--- src/rtl/cfg_serial_slave.sv ---
module cfg_serial_slave #(
  parameter logic [6:0] DEV_ADDR = 7'h2D,
  parameter int         NREG     = 7
) (
  input  logic            clk,
  input  logic            rst_n,
  input  logic            scl_i,
  input  logic            sda_i,
  output logic            sda_oe,
  output logic [NREG*8-1:0] reg_bank_o
);
  localparam int IW = $clog2(NREG + 3);
  localparam logic [IW-1:0] IMAX = IW'(NREG + 2);

  function automatic logic [7:0] wmask(input int i);
    case (i)
      0: wmask = 8'hFF;
      1: wmask = 8'h8F;
      2: wmask = 8'h7F;
      3: wmask = 8'hFF;
      4: wmask = 8'h0F;
      5: wmask = 8'h13;
      default: wmask = 8'h00;
    endcase
  endfunction

  typedef enum logic [1:0] {S_IDLE, S_ADDR, S_WR, S_RD} st_t;

  logic [2:0] scl_q, sda_q;
  st_t        st;
  logic [3:0] bitcnt;
  logic       in_ack;
  logic [7:0] sh, rd_byte;
  logic [IW-1:0] idx, widx;
  logic [7:0] regs [NREG];

  wire scl_s = scl_q[1], scl_p = scl_q[2];
  wire sda_s = sda_q[1], sda_p = sda_q[2];
  wire start = scl_s & scl_p & sda_p & ~sda_s;
  wire stop  = scl_s & scl_p & ~sda_p & sda_s;
  wire rise  = scl_s & ~scl_p;
  wire fall  = ~scl_s & scl_p;
  wire wr_ok = (idx >= IW'(2)) && (idx < IMAX);
  wire [IW-1:0] idx_nx = (idx == IMAX) ? idx : idx + IW'(1);
  assign widx = idx - IW'(2);

  always_comb begin
    rd_byte = 8'h00;
    for (int i = 0; i < NREG; i++)
      if (idx == IW'(i)) rd_byte = regs[i];
  end

  for (genvar g = 0; g < NREG; g++) begin : g_out
    assign reg_bank_o[g*8 +: 8] = regs[g];
  end

  always_ff @(posedge clk) begin
    if (!rst_n) begin
      scl_q <= 3'b111;
      sda_q <= 3'b111;
    end else begin
      scl_q <= {scl_q[1:0], scl_i};
      sda_q <= {sda_q[1:0], sda_i};
    end
  end

  always_ff @(posedge clk) begin
    if (!rst_n) begin
      st     <= S_IDLE;
      bitcnt <= '0;
      in_ack <= 1'b0;
      sh     <= '0;
      idx    <= '0;
      sda_oe <= 1'b0;
      for (int i = 0; i < NREG; i++)
        regs[i] <= (i == 0) ? 8'h00 : wmask(i);
    end else if (start) begin
      st     <= S_ADDR;
      bitcnt <= '0;
      in_ack <= 1'b0;
      idx    <= '0;
      sda_oe <= 1'b0;
    end else if (stop) begin
      st     <= S_IDLE;
      in_ack <= 1'b0;
      sda_oe <= 1'b0;
    end else if (st != S_IDLE) begin
      if (rise) begin
        if (!in_ack) begin
          bitcnt <= bitcnt + 4'd1;
          if (st != S_RD) sh <= {sh[6:0], sda_s};
        end else if (st == S_RD && sda_s) begin
          st <= S_IDLE;
        end
      end else if (fall) begin
        if (in_ack) begin
          in_ack <= 1'b0;
          if (st == S_RD) begin
            sda_oe <= ~rd_byte[7];
            sh     <= {rd_byte[6:0], 1'b0};
            idx    <= idx_nx;
          end else begin
            sda_oe <= 1'b0;
          end
        end else if (bitcnt == 4'd8) begin
          bitcnt <= '0;
          case (st)
            S_ADDR: begin
              if (sh[7:1] == DEV_ADDR) begin
                in_ack <= 1'b1;
                sda_oe <= 1'b1;
                st     <= sh[0] ? S_RD : S_WR;
              end else begin
                st <= S_IDLE;
              end
            end
            S_WR: begin
              in_ack <= 1'b1;
              sda_oe <= 1'b1;
              idx    <= idx_nx;
              for (int i = 0; i < NREG; i++)
                if (wr_ok && widx == IW'(i)) regs[i] <= sh & wmask(i);
            end
            default: begin
              in_ack <= 1'b1;
              sda_oe <= 1'b0;
            end
          endcase
        end else if (st == S_RD) begin
          sda_oe <= ~sh[7];
          sh     <= {sh[6:0], 1'b0};
        end
      end
    end
  end
endmodule

--- config.mk ---
export PLATFORM = sky130hd
export DESIGN_NAME = cfg_serial_slave
export DESIGN_NICKNAME = d
export VERILOG_FILES = /design/src/rtl/cfg_serial_slave.sv
export SDC_FILE = /design/constraint.sdc
export NUM_CORES = 1
export LEC_CHECK = 0
export ABC_AREA = 0
export BUFFER_PORTS_ARGS = -buffer_cell sky130_fd_sc_hd__buf_2
export CAP_MARGIN = 20
export CORE_MARGIN = 2
export CORE_UTILIZATION = 25
export DETAILED_ROUTE_END_ITERATION = 7
export MAX_ROUTING_LAYER = met4
export SYNTH_ARGS = -nofsm -noshare
export SYNTH_HDL_FRONTEND = slang
export SYNTH_SLANG_ARGS = --single-unit
--- constraint.sdc ---
create_clock -name clk -period 2.54 [get_ports clk]
set_input_delay 0.127 -clock clk [delete_from_list [all_inputs] [get_ports clk]]
set_output_delay 0.127 -clock clk [all_outputs]
set_load 0.02 [all_outputs]
==> run summary, run 1 <==
- 0.8869 — Final GP Congestion
- 2,754 — number of global-route vias before repair
- 19.90% — Synth-to-Final Area Change
- sky130_fd_sc_hd__clkbuf_16 — clock tree root buffer cell
- 0.006412 ns — clock tree skew after final layout
- 1.414 nW — LEAKAGE
- done — CTS tree
- 3 — Clock H-tree levels
- 16.56 um — routed len/inst
- 122.0 um — Die X
- 0.447 — sequential group share of total power
- 347 — number of instances in the synthesized netlist
- 0 — number of gates given a new drive strength after cts
- 0 — Max Cap Viol
- 0 — number of antenna violations at the first check in global routing
- 61 — CTS sink cnt
- 3864 um^2 — Placed Area
- 61 — number of synthesized register bits
- 0.051 — power share of the combinational group
- 579 — post-route insts no fill
- 3483 um^2 — netlist area before placement
- 4.069 mm — M1 wire length
- 0 — max-slew violation count
- 428.8 MHz — Max Clock Freq
- 8 — maximum net fanout on the critical path
- 2 — maximum clock path buffer count
- 561 — DP Cell Count
- 2,879 — vias post-DR
- in2reg — Hold Path Class
- 39 — number of buffers added on ports
- 0.9181 — post-route fraction of the period consumed by the critical path
- 0.2254 — net switching share of the total power
- 43 — placement row count
- 5 — first-pass detailed-route iteration total
- 2 — Critical path buffers and inverters
- 0.3044 — Final Util
- sky130_fd_sc_hd__edfxtp_1 30%, sky130_fd_sc_hd__dfxtp_1 15%, sky130_fd_sc_hd__nand4b_1 6.3% — ranking of synthesized cells by area
- 0 — number of hold violations in the final report
- 0 — # DRC
- 2.379 mW — post-layout power
- 0.4511 — Seq/Total Area, Yosys
- 188 — Iter 0 DRT Violations
- 4.428 mm — met2 wire length
- 333.9 uV — Max rail drop VDD
- 781 um — routed length on met3
- 0.5361 mW — switching power
- 0 — warning count from the yosys run
- 2.54 ns — required time of the critical path
- reg2reg — type of the worst setup path
- 61 — number of top-level design ports
- 13,720 um^2 — Std-Cell Core Area
- 0 — Routed Antenna Nets
- 15.18 mm — global-route wire length before repair
- 2.33 ns — endpoint arrival time on the critical path
- 1.843 mW — internal power component
- sky130_fd_sc_hd__dfxtp_1 — slowest CP cell
- 0.41 ns — slowest cell delay on critical path
- 0 — Synth async-reset ratio
- 10.04 um^2 — Post-Syn Area per Cell
- 0.33 ns — clock latency reported for the late side of the worst-skew pair
- 9.586 mm — Routed Wire Length
- met4 — max layer used
- 0 ns — Final TNS setup
- register — startpoint kind of the worst setup timing path
- sky130_fd_sc_hd__edfxtp_1 — Main synth FF type
- 9 — total CTS buffers
- 35 x sky130_fd_sc_hd__edfxtp_1, 26 x sky130_fd_sc_hd__dfxtp_1, 25 x sky130_fd_sc_hd__nand4b_1 — most frequent cells after synthesis
- 414 — Net count, final
- 569.6 nW/um^2 — total power per unit cell area
- 29 — maximum number of pins on one net before global-route repair
- 122.0 um — height of the die
- 0 — overall overflow remaining after global route
- register — nature of the critical path endpoint
- sky130_fd_sc_hd__edfxtp_1 — most common cell in the netlist
- finished, final reports clean — outcome
- 0.05 ns — clock-pin slew of the registers on the worst-case setup and hold paths
- inv_1 > ha_1 > o31a_1 > nor4b_4 > buf_4 > nand3_1 > nand2_1 — cell-by-cell listing of the critical path
- 0 — final-report setup violation count
- 0.502 — power share of the clock group
- simple AND/OR/NAND/NOR gates — family with the most delay on the worst path
- 0.1391 — Total GRT Usage
- 59 — count of different cell masters after synthesis
- 35 — number of synthesized flops with an enable pin
- 0.3017 — portion of synthesized cell area occupied by the leading cell type
- 4177 um^2 — Layout Cell Area excl Fill
- 14,890 um^2 — floorplan die area
- 2.332 ns — Tmin final
- sky130_fd_sc_hd__edfxtp_1 — area leader, netlist
- 7.062 mm — DP HPWL
- 0.2105 — share of final-layout standard cells stronger than drive strength 1
- 1,439 — filler instances
- 0 — number of diodes added for antenna fixing
- 4.972 — via-per-instance ratio
- 0.2539 — starting density of the core
- no — setup repair after global routing missed its margin
==> metal layers <==
metal  vias up  track usage
li1       1358            -
met1      1364       0.1812
met2       130       0.1980
met3        27      0.03511
met4         0      0.07328
met5         -            -
==> logic make-up after synthesis <==
logic type	share of synthesized area
and+or+nand+nor	0.2518
muxes	0.002874
xor gates and xnor gates	0.005030
AOI/OAI and AO/OA	0.1401
other	0.001077
adders and majority gates	0.05747
buffers and inverters	0.09051
DFF	0.4512
==> final cells by class <==
| type | instances | area (um^2) | area share |
|---|---|---|---|
| sequential | 61 | 1572 | 0.3763 |
| timing repair buffer | 59 | 350.3 | 0.08388 |
| clock buffer | 10 | 229.0 | 0.05482 |
| inverter | 15 | 56.30 | 0.01348 |
| clock inverter | 6 | 63.81 | 0.01528 |
| tap | 180 | 225.2 | 0.05392 |
| multi-input combinational | 248 | 1680 | 0.4023 |
==> final timing paths <==
check,startpoint,endpoint,slack (ns),depth (start not counted)
setup reg to reg,idx[1],regs[0][2],0.21,7
hold / removal,rst_n,scl_q[2],0.24,3
setup / recovery,idx[1],regs[0][2],0.21,7
hold reg to reg,scl_q[0],scl_q[1],0.40,1
==> repair_timing <==
item                      4_1_cts  5_1_grt
hold endpoints to repair        2        0
setup buffers                   0        0
hold buffers                    2        0
==> state kept, by name (all words and copies together) (netlist names) <==
register  count
scl_q         3
st            2
regs         35
in_ack        1
idx           4
sda_oe        1
sda_q         3
bitcnt        4
sh            8
==> worst min-delay path: cells and delay by family <==
family,cells,cell delay [ns]
buffers and inverters,2,0.32
AND/OR/NAND/NOR,1,0.09
==> cell usage in the layout, fill, tap and decap left out, types with 16 or more instances in the layout <==
| master | n |
|---|---|
| sky130_fd_sc_hd__a21oi_1 | 17 |
| sky130_fd_sc_hd__buf_2 | 39 |
| sky130_fd_sc_hd__buf_4 | 18 |
| sky130_fd_sc_hd__conb_1 | 21 |
| sky130_fd_sc_hd__dfxtp_1 | 26 |
| sky130_fd_sc_hd__edfxtp_1 | 35 |
| sky130_fd_sc_hd__ha_1 | 16 |
| sky130_fd_sc_hd__nand2_1 | 19 |
| sky130_fd_sc_hd__nand4b_1 | 25 |
| sky130_fd_sc_hd__nor2_1 | 23 |
==> metrics by stage <==
step           setup slack (ns)  hold WS [ns]
2_1_floorplan            0.1264        0.2285
3_3_place_gp             0.2408        0.3261
3_5_place_dp             0.2080        0.3308
4_1_cts                  0.1755        0.2313
5_1_grt                 0.01223        0.2522
6_report                 0.2082        0.2369
==> power by group through the flow <==
stage | clock network (mW) | registers (mW) | logic (mW)
floorplan | 0 | 1.09 | 0.105
CTS | 1.21 | 1.06 | 0.122
detailed placement | 0 | 1.08 | 0.119
finish | 1.19 | 1.06 | 0.122
global placement | 0 | 1.08 | 0.118
global route | 1.27 | 1.06 | 0.134
No activity file was read; power rests on OpenSTA's default activity.
==> run 2, diff against run 1 <==
CORE_UTILIZATION = 40   (was 25)
==> run 2 against run 1 <==
Power fell by 9.5%. Clock skew rose by 0.0047 ns. Wire length fell by 5.3%. Highest routed layer unchanged.
==> run summary, run 2 (synthesis results as in run 1) <==
- finished, final reports clean — outcome
- 0.8757 — Final GP Congestion, -1.3%
- inv_1 > ha_1 > o31a_1 > nor4b_4 > buf_4 > buf_4 > nand2_1 > or3_1 — cell-by-cell listing of the critical path
- 2.259 ns — Tmin final, -0.07311 ns
- 35 — Largest register FFs, unchanged
- 0.493 — sequential group share of total power, +0.046
- 0 — number of hold violations in the final report, unchanged
- 0 ns — Final TNS setup, unchanged
- 0 — # DRC, unchanged
- 2 — maximum clock path buffer count, unchanged
- 0.450 — power share of the clock group, -0.052
- sky130_fd_sc_hd__buf_2 — commonest non-fill, non-tap cell in the layout
- 0.2233 — share of final-layout standard cells stronger than drive strength 1, +0.01280
- 16.13% — Synth-to-Final Area Change
- 2,891 — vias post-DR, +0.42%
- 0.8893 — post-route fraction of the period consumed by the critical path, -0.02878
- 442.7 MHz — Max Clock Freq, +3.2%
- sky130_fd_sc_hd__dfxtp_1 — slowest CP cell
- 1.642 mW — internal power component, -11%
- 0.42 ns — slowest cell delay on critical path, about the same
- 0.4054 — starting density of the core, +0.1515
- 9471 um^2 — floorplan die area, -36%
- 418 — Net count, final, +0.97%
- register — startpoint kind of the worst setup timing path
- 2.34 ns — endpoint arrival time on the critical path, about the same
- 0 — Max Cap Viol, unchanged
- 97.32 um — Die X, -20%
- 269 — Iter 0 DRT Violations, +43%
- 0.5199 ns — Worst Tran Pin Value
- 39 — number of buffers added on ports, unchanged
- 0 — number of diodes added for antenna fixing, unchanged
- 8593 um^2 — Std-Cell Core Area, -37%
- register — nature of the critical path endpoint
- 6.559 mm — DP HPWL, -7.1%
- 5 — first-pass detailed-route iteration total, unchanged
- 9.079 mm — Routed Wire Length, -5.3%
- 34 — placement row count, -21%
- 3 — Clock H-tree levels, unchanged
- 8 — maximum net fanout on the critical path, unchanged
- 837 — filler instances, -42%
- 0.2371 — net switching share of the total power, +0.01172
- 5.658 — via-per-instance ratio, +14%
- regs — Biggest register
- 2.63 ns — required time of the critical path, +0.09 ns
- 2.152 mW — post-layout power, -9.5%
- 0.058 — power share of the combinational group, +0.007
- 17.77 um — routed len/inst, +7.3%
- 492 — DP Cell Count, -12%
- 28 — maximum number of pins on one net before global-route repair, -3.4%
- 97.32 um — height of the die, -20%
- regs x35, sh x8 — biggest regs
- 1.402 nW — LEAKAGE, -0.88%
- 14.15 mm — global-route wire length before repair, -6.8%
- 247.1 uV — Max rail drop VDD, -26%
- 0 — Routed Antenna Nets, unchanged
- 61 — number of top-level design ports, unchanged
- 511 — post-route insts no fill, -12%
- 9 — total CTS buffers, unchanged
- sky130_fd_sc_hd__buf_4 — cell repeated most along the worst path
- 532.1 nW/um^2 — total power per unit cell area, -6.6%
- no — setup repair after global routing missed its margin
- done — CTS tree
- reg2reg — type of the worst setup path
- 0 — number of antenna violations at the first check in global routing, unchanged
- 0.1971 — Total GRT Usage, +0.05804
- 0.08 ns — clock-pin slew of the registers on the worst-case setup and hold paths, +0.03 ns
- 61 — CTS sink cnt, unchanged
- 0.6534 — max_slew headroom
- 0 — overall overflow remaining after global route, unchanged
- 0 — max-slew violation count, unchanged
- 39 x sky130_fd_sc_hd__buf_2, 35 x sky130_fd_sc_hd__edfxtp_1, 26 x sky130_fd_sc_hd__dfxtp_1 — top library cells by usage in the layout, fill and taps aside
- 0.1986 ns — Post-Route Hold Slack, -0.03825 ns
- 0 — final-report setup violation count, unchanged
- sky130_fd_sc_hd__clkbuf_8 — clock tree root buffer cell
- 0.01116 ns — clock tree skew after final layout, +0.004747 ns
- 0.5103 mW — switching power, -4.8%
- in2reg — Hold Path Class
- 2,605 — number of global-route vias before repair, -5.4%
- 0.34 ns — clock latency reported for the late side of the worst-skew pair, about the same
==> run 2: cell types whose count changed in the layout (fill, tap and decap cells not counted), moves of 2 or more <==
cell                        before  now
sky130_fd_sc_hd__clkbuf_16       9    0
sky130_fd_sc_hd__buf_4          18   22
sky130_fd_sc_hd__inv_6           0    2
sky130_fd_sc_hd__clkbuf_8        0    9
sky130_fd_sc_hd__clkinv_4        2    0
==> run 2: final cells by class <==
type | count | area, um^2 | share of cell area
Tap cell | 108 | 135.1 | 0.03341
Timing Repair Buffer | 63 | 380.4 | 0.09403
Multi-Input combinational cell | 248 | 1680 | 0.4154
Clock buffer | 9 | 123.9 | 0.03062
Sequential cell | 61 | 1572 | 0.3885
Inverter | 15 | 56.30 | 0.01392
Clock inverter | 7 | 97.59 | 0.02413
==> run 2: per-stage QoR <==
stage | cell area (um^2) | util | setup slack [ns]
after CTS | 4038 | 0.4699 | 0.04511
after detailed placement | 3796 | 0.4418 | 0.1140
final | 4045 | 0.4707 | 0.2813
after global placement | 3796 | 0.4418 | 0.1951
after floorplan | 3558 | - | 0.1264
after global routing | 4045 | 0.4707 | 0.1195
==> run 2: layer usage <==
layer | vias to the layer above | share of wire | global-route usage
met5 | - | 0 | -
met4 | 0 | 0.0098 | 0.04808
met3 | 13 | 0.089 | 0.05036
met2 | 134 | 0.46 | 0.2895
met1 | 1389 | 0.44 | 0.2753
li1 | 1355 | - | -
==> run 2: worst max-delay path: cells and delay by family, from the launching register on <==
family | cells | cell delay, ns
AO/OA/AOI/OAI | 1 | 0.31
buffers and inverters | 3 | 0.44
adder cells (fa/ha/maj) | 1 | 0.22
AND/OR/NAND/NOR | 3 | 0.60
flip-flops | 1 | 0.42
==> run 2: repair_timing <==
action,CTS,global route
buffers inserted,0,1
hold endpoints to repair,2,0
hold buffers,2,0
gates resized for setup,0,1
endpoints found under the setup margin,0,9
==> run 2: final timing paths <==
kind / startpoint / to / slack [ns] / depth (start not counted)
max: idx[1] / regs[4][0] / 0.28 / 8
min: rst_n / sh[0] / 0.20 / 3
max reg2reg: idx[1] / regs[4][0] / 0.28 / 8
min reg2reg: sda_q[0] / sda_q[1] / 0.41 / 1
==> run 2: power by group through the flow <==
| stage | logic (mW) | registers, mW | clock network, mW |
|---|---|---|---|
| 4_1_cts | 0.124 | 1.06 | 0.987 |
| 5_1_grt | 0.135 | 1.06 | 1.03 |
| 3_5_place_dp | 0.121 | 1.08 | 0 |
| 6_report | 0.124 | 1.06 | 0.968 |
| 3_3_place_gp | 0.120 | 1.08 | 0 |
| 2_1_floorplan | 0.105 | 1.09 | 0 |
